$ cat config.mk
export PLATFORM = sky130hd
export DESIGN_NAME = trap_cause_ctrl
export DESIGN_NICKNAME = d
export VERILOG_FILES = /design/src/rtl/trap_pkg.sv /design/src/rtl/exc_filter.sv /design/src/rtl/irq_prio.sv /design/src/rtl/priv_state.sv /design/src/rtl/trap_cause_ctrl.sv
export SDC_FILE = /design/constraint.sdc
export NUM_CORES = 1
export LEC_CHECK = 0
export BUFFER_PORTS_ARGS = -buffer_cell sky130_fd_sc_hd__buf_2
export CAP_MARGIN = 20
export CELL_PAD_IN_SITES_DETAIL_PLACEMENT = 1
export CELL_PAD_IN_SITES_GLOBAL_PLACEMENT = 2
export CORE_MARGIN = 2
export CORE_UTILIZATION = 19
export CTS_CLUSTER_DIAMETER = 80
export DETAILED_ROUTE_END_ITERATION = 16
export PLACE_DENSITY_LB_ADDON = 0.1
export RECOVER_POWER = 50
export SYNTH_ARGS = -nofsm -noshare
export SYNTH_HDL_FRONTEND = slang
export SYNTH_SLANG_ARGS = --single-unit
$ cat constraint.sdc
create_clock -name clk -period 4.23 [get_ports clk]
set_clock_uncertainty 0.05 [all_clocks]
set_input_delay 0.6345 -clock clk [delete_from_list [all_inputs] [get_ports clk]]
set_output_delay 0.6345 -clock clk [all_outputs]
set_load 0.005 [all_outputs]
$ cat src/rtl/trap_pkg.sv
package trap_pkg;
  localparam logic [1:0] PRIV_U = 2'b00;
  localparam logic [1:0] PRIV_M = 2'b11;

  localparam int EXC_FETCH_MISALIGN = 0;
  localparam int EXC_BAD_OPCODE     = 2;
  localparam int EXC_BAD_CSR        = 3;

  function automatic logic fetch_misaligned(input logic [1:0] lsb);
    return lsb != 2'b00;
  endfunction

  // required level sits in address bits [9:8]
  function automatic logic csr_denied(input logic [1:0] cur_priv,
                                      input logic [1:0] need_lvl,
                                      input logic       present);
    return !present || (cur_priv < need_lvl);
  endfunction
endpackage

$ cat src/rtl/exc_filter.sv
module exc_filter
  import trap_pkg::*;
#(
  parameter int CODE_W = 31
) (
  input  logic              insn_valid,
  input  logic [1:0]        fetch_lsb,
  input  logic              opcode_bad,
  input  logic              csr_access,
  input  logic [1:0]        csr_lvl,
  input  logic              csr_present,
  input  logic [1:0]        cur_priv,
  output logic              exc_hit,
  output logic [CODE_W-1:0] exc_code
);
  logic misalign_ev, opcode_ev, csr_ev;

  assign misalign_ev = insn_valid && fetch_misaligned(fetch_lsb);
  assign opcode_ev   = insn_valid && opcode_bad;
  assign csr_ev      = insn_valid && csr_access && csr_denied(cur_priv, csr_lvl, csr_present);

  always_comb begin
    exc_hit  = 1'b1;
    exc_code = '0;
    if (misalign_ev)    exc_code = CODE_W'(EXC_FETCH_MISALIGN);
    else if (opcode_ev) exc_code = CODE_W'(EXC_BAD_OPCODE);
    else if (csr_ev)    exc_code = CODE_W'(EXC_BAD_CSR);
    else                exc_hit  = 1'b0;
  end
endmodule

$ cat src/rtl/irq_prio.sv
module irq_prio #(
  parameter int NUM_IRQ = 22,
  parameter int IDX_W   = $clog2(NUM_IRQ)
) (
  input  logic [NUM_IRQ-1:0] pend,
  input  logic [NUM_IRQ-1:0] en,
  output logic               irq_hit,
  output logic [IDX_W-1:0]   irq_idx
);
  logic [NUM_IRQ-1:0] live;
  assign live = pend & en;

  // later (higher) index overrides earlier ones
  always_comb begin
    irq_hit = 1'b0;
    irq_idx = '0;
    for (int i = 0; i < NUM_IRQ; i++) begin
      if (live[i]) begin
        irq_hit = 1'b1;
        irq_idx = IDX_W'(i);
      end
    end
  end
endmodule

$ cat src/rtl/priv_state.sv
module priv_state
  import trap_pkg::*;
(
  input  logic       clk,
  input  logic       rst_n,
  input  logic       trap_req,
  input  logic       ret_req,
  output logic [1:0] priv,
  output logic [1:0] prev_priv,
  output logic       in_trap
);
  always_ff @(posedge clk or negedge rst_n) begin
    if (!rst_n) begin
      priv      <= PRIV_M;
      prev_priv <= PRIV_U;
      in_trap   <= 1'b0;
    end else if (trap_req) begin
      prev_priv <= priv;
      priv      <= PRIV_M;
      in_trap   <= 1'b1;
    end else if (ret_req) begin
      priv      <= prev_priv;
      prev_priv <= PRIV_U;
      in_trap   <= 1'b0;
    end
  end
endmodule

$ cat src/rtl/trap_cause_ctrl.sv
module trap_cause_ctrl
  import trap_pkg::*;
#(
  parameter int NUM_IRQ = 22,
  parameter int CAUSE_W = 32
) (
  input  logic               clk,
  input  logic               rst_n,
  input  logic               insn_valid,
  input  logic [1:0]         fetch_lsb,
  input  logic               opcode_bad,
  input  logic               csr_access,
  input  logic [11:0]        csr_addr,
  input  logic               csr_present,
  input  logic [NUM_IRQ-1:0] irq_pend,
  input  logic [NUM_IRQ-1:0] irq_en,
  input  logic               global_ie,
  input  logic               trap_return,
  output logic               trap_take,
  output logic [CAUSE_W-1:0] trap_cause,
  output logic               in_trap,
  output logic [1:0]         priv,
  output logic [1:0]         prev_priv
);
  localparam int IDX_W  = $clog2(NUM_IRQ);
  localparam int CODE_W = CAUSE_W - 1;
  localparam int PAD_W  = CODE_W - IDX_W;

  logic              exc_hit, irq_hit, irq_ok, trap_req, ret_req;
  logic [CODE_W-1:0] exc_code;
  logic [IDX_W-1:0]  irq_idx;
  logic [CAUSE_W-1:0] cause_next;
  logic [9:0]        csr_addr_unused;

  assign csr_addr_unused = {csr_addr[11:10], csr_addr[7:0]};

  exc_filter #(.CODE_W(CODE_W)) u_exc (
    .insn_valid (insn_valid),
    .fetch_lsb  (fetch_lsb),
    .opcode_bad (opcode_bad),
    .csr_access (csr_access),
    .csr_lvl    (csr_addr[9:8]),
    .csr_present(csr_present),
    .cur_priv   (priv),
    .exc_hit    (exc_hit),
    .exc_code   (exc_code)
  );

  irq_prio #(.NUM_IRQ(NUM_IRQ), .IDX_W(IDX_W)) u_irq (
    .pend   (irq_pend),
    .en     (irq_en),
    .irq_hit(irq_hit),
    .irq_idx(irq_idx)
  );

  assign irq_ok   = irq_hit && global_ie && !in_trap;
  assign trap_req = exc_hit || irq_ok;
  assign ret_req  = trap_return && (priv == PRIV_M);

  assign cause_next = exc_hit ? {1'b0, exc_code}
                              : {1'b1, {PAD_W{1'b0}}, irq_idx};

  priv_state u_priv (
    .clk      (clk),
    .rst_n    (rst_n),
    .trap_req (trap_req),
    .ret_req  (ret_req),
    .priv     (priv),
    .prev_priv(prev_priv),
    .in_trap  (in_trap)
  );

  always_ff @(posedge clk or negedge rst_n) begin
    if (!rst_n) begin
      trap_take  <= 1'b0;
      trap_cause <= '0;
    end else begin
      trap_take <= trap_req;
      if (trap_req) trap_cause <= cause_next;
    end
  end
endmodule

Word-level counts from Yosys, hierarchy flattened. Cells that the tools add are included.

Bits in registers: 38. Bits of input ports: 66. Output and inout port bits: 38. Logic and storage cells: 77.

$lt $le $gt $ge: 1. Eq/ne operators: 1. Mux-type cells: 56. Bitwise gates (word level): 1. Reductions and logical operators: 13.

Operators with widths (number): $mux 31 (2); $mux 32 (1); $mux 4 (8); $mux 5 (6); $mux 1 (28); $and 22x22->22 (1); $mux 2 (7); $mux 3 (4); $logic_and 1x1->1 (7); $reduce_bool 2->1 (2); $eq 2x2->1 const B (1); $logic_not 1->1 (2); $logic_or 1x1->1 (2); $lt 2x2->1 (1).

Logic depth before layout (Yosys ltp). Gate-level depths: netlist of the first run.

Depth after elaboration: 27. Gate-level depth with buffers: 8.

Cells and area by module. Synthesis of the first run repeated with hierarchy kept, for this count alone.

Cells, all modules: 195. Area, all modules: 2099.5 um2.

By module, submodules not included: trap_cause_ctrl (times used 1, cells each 82, area each 1251.2 um2, seq. area each 825.8 um2); irq_prio (times used 1, cells each 54, area each 344.1 um2, seq. area each 0.0 um2); exc_filter (times used 1, cells each 43, area each 306.5 um2, seq. area each 0.0 um2); priv_state (times used 1, cells each 16, area each 197.7 um2, seq. area each 127.6 um2).

Least setup slack after synthesis of the first run. No wires, ideal clock.

Kind: input to register. Start: in csr_addr[9]. End: reg trap_cause[0]. Library setup time: 0.125 ns. Data arrival time: 2.064 ns. Data required time: 4.055 ns. Path slack: 1.991 ns. Cell stages on the path: 8. Path buffers: 1. Cell sequence: inv_1 ha_1 nand3_1 and3_4 o41a_1 nand2b_4 buf_6 mux2_4.

Longest elaborated chain between the ends: 7. Elaborated cells on any way between the ends: 11. Those cells by class: 1 x order compare; 7 x mux; 3 x reduce/logical.

Ends and longest elaborated chain: start: declaration (line trap_cause_ctrl.sv:13) `input logic [11:0] csr_addr,`; $lt 2x2->1 (line trap_pkg.sv:17) `return !present || (cur_priv < need_lvl);`; $logic_or 1x1->1 (line trap_pkg.sv:17); $logic_and 1x1->1 (line exc_filter.sv:20) `assign csr_ev = insn_valid && csr_access && csr_denied(cur_priv, csr_lvl, csr_present);`; $mux 1 (line exc_filter.sv:27) `else if (csr_ev) exc_code = CODE_W'(EXC_BAD_CSR);`; $mux 1 (line exc_filter.sv:26) `else if (opcode_ev) exc_code = CODE_W'(EXC_BAD_OPCODE);`; $mux 1 (line exc_filter.sv:25) `if (misalign_ev) exc_code = CODE_W'(EXC_FETCH_MISALIGN);`; $logic_or 1x1->1 (line trap_cause_ctrl.sv:57) `assign trap_req = exc_hit || irq_ok;`; net trap_req (line trap_cause_ctrl.sv:29) `logic exc_hit, irq_hit, irq_ok, trap_req, ret_req;`; end signal: assignment (line trap_cause_ctrl.sv:79) `if (trap_req) trap_cause <= cause_next;`; end: declaration (line trap_cause_ctrl.sv:20) `output logic [CAUSE_W-1:0] trap_cause,`.

The timed path passes the listed nets, and every way through them passes these cells. A chain may end at the register's enable or synchronous reset.

Worst setup path after layout of the first run.
Start: in irq_pend[16]. End: reg trap_cause[0].

Longest elaborated chain between the ends: 10. Elaborated cells on any way between the ends: 17. Those cells by class: 13 x mux; 1 x bitwise; 3 x reduce/logical.

Ends and longest elaborated chain: start: declaration (line trap_cause_ctrl.sv:15) `input logic [NUM_IRQ-1:0] irq_pend,`; $and 22x22->22 (*) (line irq_prio.sv:11) `assign live = pend & en;`; $mux 1 (6 in series) (line irq_prio.sv:18) `if (live[i]) begin`; $logic_and 1x1->1 (2 in series) (line trap_cause_ctrl.sv:56) `assign irq_ok = irq_hit && global_ie && !in_trap;`; $logic_or 1x1->1 (line trap_cause_ctrl.sv:57).

Mark *: on every way between the ends. The rest lies on a longest branch, timed or not.

==> results of run 1 <==
## cell usage in the layout (no fill, tap or decap), types with 3 or more instances in the layout
cell type,n
a21oi_1,4
a22oi_1,7
a22oi_2,3
a31oi_1,3
a32o_1,3
buf_2,64
clkbuf_1,3
clkbuf_8,3
conb_1,26
dfrtp_1,10
inv_1,7
mux2i_1,5
nand2_1,20
nand2b_1,3
nand3_1,8
nor2_1,3
o21ai_0,6
## layout make-up
cell class              count  area [sq um]
fillers                   747          4355
multi-input cells         112         699.4
repair buffers             67         331.6
flip-flops and latches     12         302.8
well taps                  75         93.84
clock buffers               3         41.29
inverters                   7         26.28
## per-layer routing
layer / GRT usage / vias to the layer above / wire length (um)
met5: 0 / - / 0
met3: 0.01868 / 0 / 277
met2: 0.1951 / 51 / 1795
met1: 0.1097 / 561 / 1266
li1: - / 567 / -
met4: 0.02034 / 0 / 0
## worst min path at each step
stage / start / endpoint / slack [ns] / cells past startpoint
after floorplan: rst_n / trap_cause[0] / 0.29 / 0
after global placement: trap_cause[31] / trap_cause[31] / 0.46 / 2
after detailed placement: rst_n / u_priv.prev_priv[1] / 0.48 / 1
after CTS: rst_n / u_priv.prev_priv[0] / 0.23 / 1
after global routing: rst_n / u_priv.prev_priv[1] / 0.39 / 1
final: rst_n / trap_take / 0.35 / 1
## power by group
part	internal, uW	leakage (uW)	switching [uW]
sequential	136	0.000144	15.4
clock	62.4	0.0000216	37.9
combinational	70.9	0.000627	74.1
## registers in the layout, summed over array words and instances, names as in the netlist
signal	count
u_priv.prev_priv	2
trap_cause	6
trap_take	1
u_priv.in_trap	1
u_priv.priv	2
## stage by stage
step	power, uW	instances	setup WS (ns)	util	hold slack (ns)
after global routing	429.4	276	1.927	0.2556	0.3881
final	396.6	276	2.042	0.2556	0.3530
after floorplan	246.6	158	1.991	-	0.2889
after detailed placement	302.1	273	1.753	0.2491	0.4755
after CTS	405.5	276	2.004	0.2562	0.2254
after global placement	297.2	273	1.786	0.2491	0.4577
## cells by family after synthesis
logic type               after synthesis  share of synthesized area
AO/OA/AOI/OAI                         38                     0.2676
adder cells (fa/ha/maj)                1                    0.01096
buffers and inverters                 34                     0.2040
flip-flops                            12                     0.2654
multiplexers                           6                    0.05702
other                                  1                   0.003286
AND/OR/NAND/NOR                       41                     0.1919
==> impl_metrics.env, run 1 <==
export IMPL_synth_edf_count=0
export IMPL_crit_path_start_kind="input pin"
export IMPL_async_flop_share=1.000
export IMPL_syn_cell_area_sq_um=1141
export IMPL_critPathBufInv=1
export IMPL_portBuffers=67
export IMPL_rrSetupSlack_ns=2.15
export IMPL_grt_max_degree=13
export IMPL_num_nets_final=270
export IMPL_cts_buffers=3
export IMPL_synth_seq_cells=12
export IMPL_vias=1179
export IMPL_yosys_area_top_type="dfrtp_1"
export IMPL_cts_tree="built"
export IMPL_maxCapViolations=0
export IMPL_powerDensity_nw_per_um2=265.2
export IMPL_tightest_slew_ns=0.6621
export IMPL_r2r_start="u_priv.priv[1]"
export IMPL_crit_chain="buf_2 > a22oi_1 > nand3_1 > o311ai_4 > nand2b_4 > mux2_4"
export IMPL_irDropWorstVdd_v=0.00009097
export IMPL_grt_first_pass_wirelength_um=5202
export IMPL_synthFlopType="dfrtp_1"
export IMPL_synth_cell_types=34
export IMPL_crit_path_end="trap_cause[0]"
export IMPL_start_util=0.1950
export IMPL_num_antenna_cells=0
export IMPL_path_delay_family="compound AO/OA/AOI/OAI gates"
export IMPL_die_area_sq_um=6641
export IMPL_run_status="complete, no violations"
export IMPL_clk_latency_ns=0.24
export IMPL_io_pins=104
export IMPL_viasPerCell=4.272
export IMPL_reg2reg_depth=6
export IMPL_syn_to_final_growth_pct=31.03
export IMPL_cts_root_buf="clkbuf_8"
export IMPL_max_clock_path_buffers=2
export IMPL_remaining_drc_errors=0
export IMPL_yosysWarnings=0
export IMPL_syn_inst=133
export IMPL_critPathLaunch="irq_pend[16]"
export IMPL_first_pass_iters=4
export IMPL_h_tree_depth=1
export IMPL_clk_pin_slew_ns=0.05
export IMPL_drive_gt1_frac=0.3881
export IMPL_fin_crit_sh=0.5174
export IMPL_hold_path_class="in2async"
export IMPL_std_cell_rows=28
export IMPL_drt_iter0_drc=40
export IMPL_crit_slowest_cell="o311ai_4"
export IMPL_max_freq_mhz=457.0
export IMPL_worst_setup_path_type="in2reg"
export IMPL_place_area_sq_um=1458
export IMPL_synth_most_common_cell="buf_4"
export IMPL_synth_top_area_frac=0.2193
export IMPL_required_ns=4.29
export IMPL_crit_fanout=8
export IMPL_arrival_ns=2.25
export IMPL_postCtsHoldBufs=0
export IMPL_finalWirelength_um=3339
export IMPL_cpPeakStageDelay_ns=0.50
export IMPL_die_x_um=81.50
export IMPL_dieHeight_um=81.50
export IMPL_synth_area_leaders="dfrtp_1, buf_4, nand2_1"
export IMPL_grt_pass1_vias=1228
export IMPL_slew_violations=0
export IMPL_endpoint_kind="flop"
export IMPL_cts_resized=0
export IMPL_avgSynthCellArea_sq_um=8.580
export IMPL_ys_top_cells_by_count="buf_4, nand2_1, dfrtp_1"
export IMPL_synth_seq_area_share=0.2654
export IMPL_hold_viol_final=0
export IMPL_leakage_uw=0.0007928
export IMPL_overflow=0
export IMPL_r2r_end="trap_cause[0]"
export IMPL_core_sq_um=5851
export IMPL_path_depth=6
export IMPL_rsz0062_at_grt="no"
export IMPL_wl_per_cell_um=12.10
export IMPL_finalSetupTns_ns=0
export IMPL_groute_usage_overall=0.09942
export IMPL_post_cts_setup_buffers=0
export IMPL_cts_sinks=12
export IMPL_slew_headroom=0.5586
export IMPL_dp_hpwl_um=3025
export IMPL_gp_congestion=0.6769
export IMPL_fin_crit_ns=2.188
export IMPL_final_cell_area_sq_um=1495
export IMPL_final_antenna_net_count=0
export IMPL_setup_viol=0
export IMPL_grt_antenna_before_repair=0
(Power assumes the default switching activity.)
==> run 2, diff against run 1 <==
CORE_UTILIZATION = 16   (was 19)
clock period = 1.9 ns   (was 4.23 ns; I/O delays follow)
==> impl_metrics.env, run 2 (synthesis gave the netlist of run 1 again) <==
export IMPL_viasPerCell=3.830
export IMPL_multi_input_area_sq_um=699.4
export IMPL_pwr_share_comb=0.397
export IMPL_grt_max_degree=13
export IMPL_portBuffers=67
export IMPL_fin_crit_sh=0.9850
export IMPL_max_freq_mhz=534.4
export IMPL_std_cell_rows=30
export IMPL_slew_violations=0
export IMPL_start_util=0.1670
export IMPL_num_antenna_cells=0
export IMPL_max_clock_path_buffers=2
export IMPL_leakage_uw=0.0008557
export IMPL_hold_viol_final=0
export IMPL_grt_first_pass_wirelength_um=5616
export IMPL_regArea_sq_um=302.8
export IMPL_vias=1195
export IMPL_syn_to_final_growth_pct=42.98
export IMPL_tightest_slew_ns=0.6750
export IMPL_required_ns=1.97
export IMPL_die_x_um=88.45
export IMPL_hold_path_end="trap_take"
export IMPL_die_area_sq_um=7823
export IMPL_cts_root_buf="clkbuf_8"
export IMPL_drive_gt1_frac=0.4167
export IMPL_grt_pass1_vias=1297
export IMPL_drt_iter0_drc=39
export IMPL_maxCapViolations=0
export IMPL_finalNonFillerCells=312
export IMPL_routed_wl_met3_um=256
export IMPL_crit_path_start_kind="flop"
export IMPL_wl_met2_um=1897
export IMPL_h_tree_depth=1
export IMPL_hold_path_class="in2reg"
export IMPL_final_common_cell="buf_2"
export IMPL_place_area_sq_um=1582
export IMPL_place_inst=307
export IMPL_remaining_drc_errors=0
export IMPL_largestRegisters="trap_cause x6, u_priv.prev_priv x2, u_priv.priv x2"
export IMPL_largest_reg_flops=6
export IMPL_fin_crit_ns=1.871
export IMPL_run_status="complete, no violations"
export IMPL_fillCellCount=849
export IMPL_crit_fanout=5
export IMPL_internal_power_uw=640.0
export IMPL_worst_setup_path_type="reg2reg"
export IMPL_clk_latency_ns=0.23
export IMPL_top_layer="met4"
export IMPL_endpoint_kind="flop"
export IMPL_irDropWorstVdd_v=0.0001646
export IMPL_pwr_share_seq=0.353
export IMPL_overflow=0
export IMPL_most_common_layout_cells="buf_2, conb_1, nand2_1"
export IMPL_crit_slowest_cell="dfstp_2"
export IMPL_num_nets_final=284
export IMPL_slew_headroom=0.5500
export IMPL_r2r_start="u_priv.priv[1]"
export IMPL_whs_path_depth=3
export IMPL_cts_tree="built"
export IMPL_reg2reg_depth=6
export IMPL_rsz0062_at_grt="yes"
export IMPL_dp_hpwl_um=3266
export IMPL_worstHoldStart="global_ie"
export IMPL_p_clk_frac=0.250
export IMPL_finalWirelength_um=3562
export IMPL_io_pins=104
export IMPL_wl_per_cell_um=11.42
export IMPL_cts_sinks=12
export IMPL_path_delay_family="flip-flops"
export IMPL_cpPeakStageDelay_ns=0.53
export IMPL_final_cell_area_sq_um=1632
export IMPL_crit_chain="ha_1 > nand2_1 > and3_4 > o41a_1 > nand2b_4 > mux2_4"
export IMPL_groute_usage_overall=0.08984
export IMPL_core_sq_um=6832
export IMPL_dieHeight_um=88.45
export IMPL_grt_antenna_before_repair=0
export IMPL_first_pass_iters=4
export IMPL_final_antenna_net_count=0
export IMPL_cts_buffers=3
export IMPL_critPathBufInv=0
export IMPL_top_register="trap_cause"
export IMPL_clk_pin_slew_ns=0.05
export IMPL_arrival_ns=1.94
export IMPL_p_sw_frac=0.3149
export IMPL_rrSetupSlack_ns=0.03
export IMPL_gp_congestion=0.7250
export IMPL_setup_viol=0
export IMPL_r2r_end="trap_cause[0]"
export IMPL_power_switching_uw=294.2
export IMPL_path_depth=6
export IMPL_powerDensity_nw_per_um2=572.6
export IMPL_drt_met1_wl_um=1395
-- run 2: cell count changes in the layout (fill, tap and decap cells not counted), sizes merged --
cell | previous run | this run
buf | 64 | 76
dlygate4sd3 | 0 | 1
clkbuf | 6 | 8
-- run 2: tightest hold or removal path, delay by kind of cell --
kind	cells	cell delay (ns)
AND/OR/NAND/NOR	1	0.07
buffers and inverters	1	0.12
AO/OA/AOI/OAI	1	0.07
-- run 2: layout make-up --
| type | count | share of cell area |
|---|---|---|
| multi-input combinational | 112 | 0.4287 |
| timing repair buffer | 81 | 0.2684 |
| sequential | 12 | 0.1856 |
| tap | 96 | 0.07362 |
| clock buffer | 4 | 0.02761 |
| inverter | 7 | 0.01610 |
-- run 2: worst max path at each step --
stage | startpoint | endpoint | slack (ns)
finish | u_priv.priv[1] | trap_cause[0] | 0.03
global route | u_priv.priv[1] | trap_cause[0] | -0.04
CTS | u_priv.priv[1] | trap_cause[0] | 0.005
detailed placement | csr_addr[9] | trap_cause[0] | -0.01
global placement | csr_addr[9] | trap_cause[0] | 0.02
floorplan | u_priv.priv[1] | trap_cause[0] | -0.11
-- run 2: power groups by stage --
stage          Combinational, uW  Clock, uW  Sequential [uW]
2_1_floorplan                212          0              338
3_3_place_gp                 372          0              334
3_5_place_dp                 378          0              336
4_1_cts                      381        243              332
5_1_grt                      421        257              337
6_report                     371        233              330
-- run 2: layer usage --
| layer | vias up | track usage |
|---|---|---|
| li1 | 599 | - |
| met1 | 548 | 0.09989 |
| met2 | 46 | 0.1777 |
| met3 | 2 | 0.02146 |
| met4 | 0 | 0.008264 |
| met5 | - | 0 |
-- run 2: timing repair --
action,CTS,global route
endpoints found under the setup margin,0,5
hold buffers,1,0
endpoints found under the hold margin,10,0
buffers inserted,0,0
gates resized for setup,0,0
-- run 2: stage by stage --
stage               utilization  setup TNS, ns  setup slack, ns  total power [uW]  hold slack, ns
CTS                      0.2396              0         0.005028             956.2          0.3244
global route             0.2388        -0.1099         -0.04033              1015          0.3253
finish                   0.2388              0          0.02858             934.2          0.3232
global placement         0.2315              0          0.01554             706.1          0.1285
detailed placement       0.2315       -0.01817         -0.01019             714.1          0.1307
floorplan                     -        -0.1068          -0.1068             549.1        -0.06059
